[config.mk]
export PLATFORM = sky130hd
export DESIGN_NAME = bsr_chain
export DESIGN_NICKNAME = d
export VERILOG_FILES = /design/src/rtl/bsr_pkg.sv /design/src/rtl/bsr_shift_stage.sv /design/src/rtl/bsr_hold_stage.sv /design/src/rtl/bsr_pad_mux.sv /design/src/rtl/bsr_chain.sv
export SDC_FILE = /design/constraint.sdc
export NUM_CORES = 1
export LEC_CHECK = 0
export BUFFER_PORTS_ARGS = -buffer_cell sky130_fd_sc_hd__buf_2
export CORE_MARGIN = 2
export CORE_UTILIZATION = 49
export CTS_CLUSTER_DIAMETER = 100
export DETAILED_ROUTE_END_ITERATION = 8
export HOLD_SLACK_MARGIN = 0.03
export PLACE_DENSITY = 0.75
export SLEW_MARGIN = 20
export SYNTH_ARGS = -nofsm -noshare
export SYNTH_HDL_FRONTEND = slang
export SYNTH_SLANG_ARGS = --single-unit
[constraint.sdc]
create_clock -name tck -period 1.65 [get_ports tck]
set_clock_uncertainty 0.2 [all_clocks]
set_input_delay 0.33 -clock tck [delete_from_list [all_inputs] [get_ports tck]]
set_output_delay 0.33 -clock tck [all_outputs]
set_load 0.005 [all_outputs]
[src/rtl/bsr_pkg.sv]
// Package: shared cell classification for the boundary scan chain.
// Assumes cells are numbered from the scan-output end.
package bsr_pkg;

    typedef enum logic [1:0] {
        CELL_INPUT  = 2'd0,
        CELL_DATA   = 2'd1,
        CELL_ENABLE = 2'd2
    } cell_kind_e;

    // Length of a chain for the given pin counts.
    function automatic int unsigned chain_len(input int unsigned n_in, input int unsigned n_out);
        return n_in + 2 * n_out;
    endfunction

    // Kind of cell at a chain position.
    function automatic cell_kind_e cell_kind(input int unsigned idx, input int unsigned n_in);
        if (idx < n_in)
            return CELL_INPUT;
        else if (((idx - n_in) % 2) == 0)
            return CELL_DATA;
        else
            return CELL_ENABLE;
    endfunction

endpackage

[src/rtl/bsr_shift_stage.sv]
// Module: one shift-stage flop of a scan cell.
// On the rising edge it loads its parallel value when capturing, or the
// bit from the next cell up when shifting. Capture has priority.
// Assumes rst_n is synchronous to tck.
module bsr_shift_stage (
    input  logic tck,
    input  logic rst_n,
    input  logic cap_en,
    input  logic shift_en,
    input  logic par_in,
    input  logic ser_in,
    output logic q
);

    // Shift-stage register: reset, capture, shift or hold.
    always_ff @(posedge tck) begin
        if (!rst_n)
            q <= 1'b0;
        else if (cap_en)
            q <= par_in;
        else if (shift_en)
            q <= ser_in;
    end

endmodule

[src/rtl/bsr_hold_stage.sv]
// Module: holding stages of all output-pin cells, updated on the falling
// edge of tck. Kept apart from the shift stages so that shifting never
// disturbs the values presented to the pins.
// Assumes upd_en is stable around the falling edge.
module bsr_hold_stage #(
    parameter int unsigned WIDTH = 2
) (
    input  logic             tck,
    input  logic             rst_n,
    input  logic             upd_en,
    input  logic [WIDTH-1:0] d,
    output logic [WIDTH-1:0] q
);

    // Holding register: cleared by reset, loaded only while updating.
    always_ff @(negedge tck) begin
        if (!rst_n)
            q <= '0;
        else if (upd_en)
            q <= d;
    end

endmodule

[src/rtl/bsr_pad_mux.sv]
// Module: per-output-pin selection between core and holding stage.
// Assumes test_mode is decoded from the active instruction upstream.
module bsr_pad_mux (
    input  logic test_mode,
    input  logic core_d,
    input  logic core_e,
    input  logic hold_d,
    input  logic hold_e,
    output logic pad_d,
    output logic pad_e
);

    // Pin source select: the chain owns the pin in test mode.
    always_comb begin
        if (test_mode) begin
            pad_d = hold_d;
            pad_e = hold_e;
        end else begin
            pad_d = core_d;
            pad_e = core_e;
        end
    end

endmodule

[src/rtl/bsr_chain.sv]
// Module: boundary scan register chain (top).
// Input cells come first from the scan-output end, then a data cell and an
// enable cell for each output pin. Shift stages move on the rising edge,
// holding stages update on the falling edge.
// Assumes the control levels come from a test access controller on tck.
module bsr_chain #(
    parameter int unsigned NUM_IN  = 3,
    parameter int unsigned NUM_OUT = 4
) (
    input  logic               tck,
    input  logic               rst_n,
    input  logic               scan_in,
    output logic               scan_out,
    input  logic               cap_en,
    input  logic               shift_en,
    input  logic               upd_en,
    input  logic               test_mode,
    input  logic [NUM_OUT-1:0] core_out,
    input  logic [NUM_OUT-1:0] core_oe,
    output logic [NUM_OUT-1:0] pad_out,
    output logic [NUM_OUT-1:0] pad_oe,
    input  logic [NUM_IN-1:0]  pad_in,
    output logic [NUM_IN-1:0]  core_in
);
    import bsr_pkg::*;

    localparam int unsigned CHAIN_LEN = chain_len(NUM_IN, NUM_OUT);
    localparam int unsigned HOLD_W    = 2 * NUM_OUT;

    logic [CHAIN_LEN-1:0] sh_q;
    logic [CHAIN_LEN-1:0] ser_nxt;
    logic [CHAIN_LEN-1:0] cap_val;
    logic [HOLD_W-1:0]    hold_q;

    // Serial source of each cell: the cell above, or scan_in at the top.
    assign ser_nxt  = {scan_in, sh_q[CHAIN_LEN-1:1]};
    assign scan_out = sh_q[0];
    assign core_in  = pad_in;

    genvar gi;
    generate
        for (gi = 0; gi < CHAIN_LEN; gi++) begin : g_cell
            // Parallel capture source chosen by the cell kind.
            if (cell_kind(gi, NUM_IN) == CELL_INPUT) begin : g_in
                assign cap_val[gi] = pad_in[gi];
            end else if (cell_kind(gi, NUM_IN) == CELL_DATA) begin : g_data
                assign cap_val[gi] = pad_out[(gi - NUM_IN) / 2];
            end else begin : g_en
                assign cap_val[gi] = pad_oe[(gi - NUM_IN) / 2];
            end

            bsr_shift_stage u_sh (
                .tck      (tck),
                .rst_n    (rst_n),
                .cap_en   (cap_en),
                .shift_en (shift_en),
                .par_in   (cap_val[gi]),
                .ser_in   (ser_nxt[gi]),
                .q        (sh_q[gi])
            );
        end

        for (gi = 0; gi < NUM_OUT; gi++) begin : g_pin
            bsr_pad_mux u_mux (
                .test_mode (test_mode),
                .core_d    (core_out[gi]),
                .core_e    (core_oe[gi]),
                .hold_d    (hold_q[2*gi]),
                .hold_e    (hold_q[2*gi+1]),
                .pad_d     (pad_out[gi]),
                .pad_e     (pad_oe[gi])
            );
        end
    endgenerate

    bsr_hold_stage #(.WIDTH(HOLD_W)) u_hold (
        .tck    (tck),
        .rst_n  (rst_n),
        .upd_en (upd_en),
        .d      (sh_q[CHAIN_LEN-1:NUM_IN]),
        .q      (hold_q)
    );

endmodule

==> qor.yml, run 1 <==
cts.sinks: 19
cp-end-kind: "output pin"
path_buf_inv: 1
violations: "setup timing"
switching_share: 0.274
final_util: 0.753
p_leak_nw: 0.741
busiest_layer: "met2"
placed_area_um2: 1160
outcome: "finished with violations"
tightestPinTransition_ns: 0.469
worstPathRequired_ns: 1.12
portBuffers: 29
final_area_um2: 1450
yosysTopAreaCellShare: 0.391
netlist_instances: 88
clk_latency_ns: 0.39
hold_path_class: "input port to flip-flop"
final_nets: 153
timing.hold.ws_ns: 0.102
postSynthAreaPerCell_um2: 11.1
internal_power_mw: 0.839
place.gp.congestion: 0.707
core.rowCount: 16
chipHeight_um: 48.6
die_area_um2: 2360
p_clk_frac: 0.370
seq_area_frac_synth: 0.391
synth_fp_nets: 106
slowest_stage: "dfxtp_2"
vias_per_cell: 4.93
p_per_area_nw_per_um2: 798
antenna_found_initial: 0
die_x_um: 48.6
drv_cap: 0
cts_buffer_depth: 2
start_util: 0.507
slew_headroom: 0.687
grt_pass1_wl_mm: 3.75
cp.arrival_ns: 1.92
drive_gt1_frac: 0.604
yosysTopAreaCell: "dfxtp_1"
finalWorstSetupSlack_ns: -0.797
use_met3: 0.0340
p_comb_frac: 0.203
rsz0062_at_grt: "yes"
yosysUniqueCellTypes: 16
syn_area_um2: 973
vias: 794
antennaDiodeCount: 0
ys_seq_elements: 19
crit_family: "flip-flops"
cts_tree: "done"
hold_viol: 0
synthTopCellsByArea: "dfxtp_1, mux2i_1, mux2_2"
antenna_left: 0
synthToLayoutAreaGrowth_pct: 48.7
vdd_drop_max_mv: 0.576
firstDrtPassIters: 4
ios: 30
total_power_mw: 1.16
drc: 0
grt_pass1_vias: 827
grt_use_met2: 0.398
slew_viol_final: 0
overflow: 0
cts_hold_buf: 0
path_class: "flip-flop to output pin"
wl_per_cell_um: 14.7
dp_hpwl_mm: 1.45
critical-path-max-stage-delay_ns: 0.32
crit_chain: "mux2_4, buf_6"
h-tree-depth: 1
core_um2: 1920
setup-violations-final: 17
grt_max_degree: 12
cts_buffers: 3
yosysWarnings: 0
first_iter_violations: 6
clkTransAtPathRegs_ns: 0.12
ctsRootBufferMaster: "clkbuf_4"
seqPwrFrac: 0.426
wl_mm: 2.36
grt_usage: 0.215
p_switching_mw: 0.316
worstPathMaxFanout: 2
start_kind: "flip-flop"
grt_util_met1: 0.224
setup_tns_ns: -9.48
-- worst register-to-register path, cell delays in order, from the launching register on --
cell,delay (ns)
dfxtp_2,0.32
mux2_4,0.27
buf_4,0.14
buf_6,0.10
buf_6,0.10
buf_6,0.10
buf_6,0.10
o2bb2ai_2,0.12
-- path summary, 6_finish.rpt --
| path | depth (start not counted) | start | slack [ns] | end |
|---|---|---|---|---|
| setup / recovery | 2 | u_hold.q[4] | -0.80 | pad_out[2] |
| hold / removal | 3 | scan_in | 0.10 | g_cell[10].u_sh.q |
| setup reg to reg | 7 | u_hold.q[4] | -0.80 | g_cell[7].u_sh.q |
| hold reg to reg | 2 | u_hold.q[1] | 0.31 | u_hold.q[1] |
-- kinds of logic (layout without fill, tap and decap cells) --
logic type,Yosys count,after routing,share of synthesized area
multiplexers,27,27,0.299
AO/OA/AOI/OAI,11,11,0.103
flip-flops,19,19,0.391
buffers and inverters,18,64,0.123
AND/OR/NAND/NOR,13,13,0.0835
-- layout by cell type, fill, tap and decap left out --
master     instances
inv_1              8
mux2i_1           16
and2_1             1
dfxtp_1            9
clkbuf_4           4
o2bb2ai_2          4
o211a_1            3
dfxtp_2           10
mux2_4            10
nand2b_1           4
clkbuf_16          1
nor2b_1            8
buf_6             20
buf_2             20
mux2_2             1
buf_4             11
o2bb2ai_1          4
-- synthesized netlist by cell type, drive strengths merged --
library cell / count
dfxtp: 19
mux2i: 16
buf: 15
mux2: 11
nor2b: 8
o2bb2ai: 8
nand2b: 4
o211a: 3
clkbuf: 2
and2: 1
inv: 1
-- layout make-up --
class | instances | area, µm²
multi-input combinational | 51 | 528
fill | 152 | 474
timing repair buffer | 52 | 415
sequential | 19 | 393
clock buffer | 4 | 47.5
tap | 27 | 33.8
clock inverter | 8 | 30.0
-- metrics by stage --
| step | cells | setup WS [ns] |
|---|---|---|
| detailed placement | 140 | -0.394 |
| CTS | 156 | -0.792 |
| floorplan | 88 | -0.360 |
| global placement | 140 | -0.373 |
| global route | 161 | -0.829 |
| finish | 161 | -0.797 |
-- power groups by stage --
stage	clock network (mW)	registers, mW	logic, mW
after floorplan	0.0337	0.498	0.134
after CTS	0.426	0.491	0.212
final	0.428	0.492	0.235
after global routing	0.467	0.494	0.251
after detailed placement	0.0337	0.500	0.171
after global placement	0.0337	0.498	0.165
-- flip-flops by register name, summed over array words and instances, names as in the netlist --
name,cells
u_hold.q,8
g_cell.u_sh.q,11
-- layer usage --
layer  share of wire  wire length [µm]  vias to the layer above
met5               0                 0                        -
met4           0.028                67                        0
met3           0.029                68                        7
met2            0.53              1250                       22
met1            0.41               973                      372
li1                -                 -                      393
-- timing repair --
action                                  CTS  global route
endpoints found under the hold margin     0             0
resized for setup                        23            12
endpoints found under the setup margin   16            22
setup buffers                             5             5
Power figures use the tool's default switching activity.
==> run 2: changes to the inputs <==
- RECOVER_POWER: not set -> 100
- SETUP_SLACK_MARGIN: not set -> 0.15
==> qor.yml, run 2 (same netlist as run 1, synthesis figures left out) <==
regMostFlops: "g_cell.u_sh.q"
tightestPinTransition_ns: 0.412  # -0.0571 ns
vdd_drop_max_mv: 0.695  # +21%
slew_headroom: 0.725  # +0.0380
start_util: 0.507  # unchanged
slew_viol_final: 0  # unchanged
worstPathRequired_ns: 1.12  # about the same
grt_max_degree: 12  # unchanged
h-tree-depth: 1  # unchanged
die_area_um2: 2360  # unchanged
antennaDiodeCount: 0  # unchanged
worstPathMaxFanout: 2  # unchanged
path_class: "flip-flop to output pin"
clk_latency_ns: 0.39  # about the same
p_leak_nw: 0.731  # -1.3%
dp_hpwl_mm: 1.45  # unchanged
final_util: 0.747  # -0.00651
rsz0062_at_grt: "yes"
cp-end-kind: "output pin"
setup-violations-final: 16  # -1
firstDrtPassIters: 4  # unchanged
drv_cap: 0  # unchanged
switching_share: 0.269  # -0.00441
vias: 787  # -0.88%
ctsRootBufferMaster: "clkbuf_4"
outcome: "finished with violations"
nFillCells: 152  # unchanged
cts_hold_buf: 0  # unchanged
hold_viol: 0  # unchanged
largest_reg_flops: 11  # unchanged
crit_start: "u_hold.q[6]"
place_ws_ns: -0.394  # unchanged
reg.largest.list: "g_cell.u_sh.q x11, u_hold.q x8"
drc: 0  # unchanged
first_iter_violations: 8  # +2
core.rowCount: 16  # unchanged
ios: 30  # unchanged
core_um2: 1920  # unchanged
die_x_um: 48.6  # unchanged
grt_pass1_vias: 807  # -2.4%
wl_mm: 2.35  # -0.30%
mostFrequentLayoutCells: "buf_6, buf_2, mux2i_1"
place.gp.congestion: 0.707  # unchanged
drive_gt1_frac: 0.590  # -0.0149
hold_path_class: "input port to flip-flop"
chipHeight_um: 48.6  # unchanged
p_clk_frac: 0.368  # -0.002
cts.sinks: 19  # unchanged
portBuffers: 29  # unchanged
wl_per_cell_um: 14.6  # -0.30%
internal_power_mw: 0.835  # -0.46%
vias_per_cell: 4.89  # -0.88%
final_area_um2: 1440  # -0.86%
grt_pass1_wl_mm: 3.64  # -2.9%
finalWorstSetupSlack_ns: -0.801  # -0.00344 ns
final_nets: 153  # unchanged
hold_start: "scan_in"
placed_area_um2: 1160  # unchanged
seqPwrFrac: 0.431  # +0.005
cp.arrival_ns: 1.92  # about the same
rr_startpoint: "u_hold.q[4]"
clkTransAtPathRegs_ns: 0.11  # about the same
grt_usage: 0.206  # -0.00920
p_switching_mw: 0.308  # -2.7%
cts_buffer_depth: 2  # unchanged
violations: "setup timing"
cts_buffers: 3  # unchanged
overflow: 0  # unchanged
p_comb_frac: 0.201  # -0.002
synthToLayoutAreaGrowth_pct: 47.4
final_common_cell: "buf_6"
start_kind: "flip-flop"
p_per_area_nw_per_um2: 797  # -0.20%
cts_tree: "done"
antenna_left: 0  # unchanged
antenna_found_initial: 0  # unchanged
run 2: worst paths after layout:
check                                          to  slack (ns)  cells past startpoint
worst max-delay path                   pad_out[3]       -0.80                      2
worst min-delay path            g_cell[10].u_sh.q        0.10                      3
worst max register to register   g_cell[7].u_sh.q       -0.80                      7
worst min register to register        u_hold.q[7]        0.31                      2
run 2: cell type report:
type                            count  area (µm²)  share of cell area
Clock buffer                        4        47.5              0.0331
Multi-Input combinational cell     51         514               0.358
Tap cell                           27        33.8              0.0235
Timing Repair Buffer               52         414               0.289
Clock inverter                      8        30.0              0.0209
Sequential cell                    19         395               0.276
run 2: stage by stage:
| stage | total power [mW] | std cells | setup TNS, ns | hold WS (ns) |
|---|---|---|---|---|
| 2_1_floorplan | 0.665 | 88 | -5.17 | 0.283 |
| 3_3_place_gp | 0.697 | 140 | -7.26 | 0.296 |
| 3_5_place_dp | 0.704 | 140 | -7.63 | 0.313 |
| 4_1_cts | 1.13 | 156 | -8.81 | 0.105 |
| 5_1_grt | 1.20 | 161 | -10.04 | 0.134 |
| 6_report | 1.14 | 161 | -9.45 | 0.104 |
run 2: worst max-delay path: stages, from the launching register on:
cell and delay, ns:
dfxtp_2 0.32, mux2_4 0.27, buf_6 0.12
run 2: power by group through the flow:
stage | sequential, mW | combinational, mW | clock (mW)
finish | 0.492 | 0.230 | 0.421
global route | 0.494 | 0.245 | 0.465
floorplan | 0.498 | 0.134 | 0.0337
detailed placement | 0.500 | 0.171 | 0.0337
CTS | 0.492 | 0.213 | 0.426
global placement | 0.498 | 0.165 | 0.0337
run 2: layer usage:
metal	GRT usage	share of wire	routed length (µm)
met5	0	0	0
met1	0.226	0.42	993
met3	0.0278	0.023	55
met4	0.114	0.020	48
met2	0.380	0.53	1260
run 2: what timing repair did:
item                                    4_1_cts  5_1_grt
gates resized for setup                      29        8
setup buffers                                 5        5
endpoints found under the setup margin       24       24
==> run 3: changes to the inputs <==
- CORE_MARGIN: 2 -> 5
- CORE_UTILIZATION: 49 -> 44
- PLACE_DENSITY: 0.75 -> 0.71
- SLEW_MARGIN: 20 -> not set
- clock period: 1.65 -> 2.2 ns (I/O delays scaled with it)
==> qor.yml, run 3 (same netlist as run 1, synthesis figures left out) <==
wl_per_cell_um: 14.0  # -4.2%
setup_tns_ns: -5.15  # +4.29 ns
h-tree-depth: 1  # unchanged
cp.arrival_ns: 2.17  # +0.25 ns
cts_buffer_depth: 2  # unchanged
crit_chain: "mux2_4, buf_6"
setup-violations-final: 13  # -3
final_util: 0.612  # -0.135
wl_mm: 2.04  # -13%
die_x_um: 57.0  # +17%
place_ws_ns: -0.218  # +0.176 ns
placed_area_um2: 1070  # -7.6%
start_util: 0.449  # -0.0578
hold_viol: 0  # unchanged
overflow: 0  # unchanged
drc: 0  # unchanged
ctsRootBufferMaster: "clkbuf_4"
grt_pass1_wl_mm: 3.39  # -6.7%
nFillCells: 184  # +21%
grt_usage: 0.133  # -0.0730
cp-end-kind: "output pin"
drv_cap: 0  # unchanged
place.gp.congestion: 0.712  # +0.72%
crit_family: "flip-flops"
slowest_stage: "dfxtp_2"
cts_tree: "done"
critical-path-max-stage-delay_ns: 0.32  # about the same
chipHeight_um: 57.0  # +17%
vias: 736  # -6.5%
path_class: "flip-flop to output pin"
rsz0062_at_grt: "yes"
first_iter_violations: 1  # -7
grt_pass1_vias: 739  # -8.4%
synthToLayoutAreaGrowth_pct: 36.4
tightestPinTransition_ns: 0.747  # +0.335 ns
vias_per_cell: 5.04  # +3.1%
p_leak_nw: 0.650  # -11%
slew_headroom: 0.502  # -0.223
finalWorstSetupSlack_ns: -0.606  # +0.195 ns
firstDrtPassIters: 2  # -2
grt_max_degree: 12  # unchanged
antenna_found_initial: 0  # unchanged
dp_hpwl_mm: 1.42  # -1.9%
worstPathRequired_ns: 1.56  # +0.44 ns
slew_viol_final: 0  # unchanged
mostFrequentLayoutCells: "buf_2, mux2i_1, dfxtp_1"
path_buf_inv: 1  # unchanged
final_nets: 137  # -10%
worstPathMaxFanout: 2  # unchanged
start_kind: "flip-flop"
final_area_um2: 1330  # -7.5%
final_common_cell: "buf_2"
portBuffers: 29  # unchanged
drive_gt1_frac: 0.508  # -0.0811
antenna_left: 0  # unchanged
largest_reg_flops: 11  # unchanged
regMostFlops: "g_cell.u_sh.q"
die_area_um2: 3250  # +38%
cts_hold_buf: 0  # unchanged
cts.sinks: 19  # unchanged
reg.largest.list: "g_cell.u_sh.q x11, u_hold.q x8"
antennaDiodeCount: 0  # unchanged
p_per_area_nw_per_um2: 652  # -18%
cts_buffers: 3  # unchanged
ios: 30  # unchanged
core.rowCount: 17  # +1
core_um2: 2170  # +13%
vdd_drop_max_mv: 0.406  # -42%
violations: "setup timing"
clk_latency_ns: 0.36  # -0.03 ns
outcome: "finished with violations"
hold_path_class: "input port to flip-flop"
clkTransAtPathRegs_ns: 0.12  # about the same
## run 3: worst paths after layout
kind	startpoint	end	slack, ns	cells after the start
setup / recovery	u_hold.q[2]	pad_out[1]	-0.61	2
hold / removal	scan_in	g_cell[10].u_sh.q	0.25	3
setup reg to reg	u_hold.q[0]	g_cell[3].u_sh.q	-0.18	4
hold reg to reg	u_hold.q[6]	u_hold.q[6]	0.30	2
## run 3: report_power, final
group / switching [mW] / leakage (nW) / internal [mW]
Combinational: 0.0592 / 0.421 / 0.0871
Clock: 0.146 / 0.0705 / 0.203
Sequential: 0.00967 / 0.158 / 0.360
## run 3: what timing repair did
action,in CTS,in global routing
pin swaps,0,0
setup endpoints to repair,16,19
buffers inserted,3,3
resized for setup,18,10
## run 3: cell type report
class / instances / area [µm²] / area share
clock inverter: 9 / 60.1 / 0.0452
clock buffer: 3 / 22.5 / 0.0170
tap: 28 / 35.0 / 0.0264
sequential: 19 / 388 / 0.292
multi-input combinational: 51 / 562 / 0.423
timing repair buffer: 36 / 260 / 0.196
## run 3: worst reg2reg max path: cells and delay by family (launching register included)
kind	cells	cell delay, ns
flip-flops	1	0.31
multiplexers	1	0.26
buffers and inverters	2	0.24
AO/OA/AOI/OAI	1	0.10
## run 3: through the flow
stage | hold slack (ns) | total power [mW] | std cells
6_report | 0.250 | 0.865 | 146
5_1_grt | 0.267 | 0.919 | 146
4_1_cts | 0.250 | 0.859 | 143
3_5_place_dp | 0.307 | 0.512 | 129
3_3_place_gp | 0.296 | 0.509 | 129
2_1_floorplan | 0.283 | 0.499 | 88
## run 3: routing by layer
layer | part of all wire | GRT usage | vias to the layer above
li1 | - | - | 358
met1 | 0.42 | 0.161 | 358
met2 | 0.52 | 0.232 | 16
met3 | 0.039 | 0.0249 | 4
met4 | 0.019 | 0.0497 | 0
met5 | 0 | 0 | -
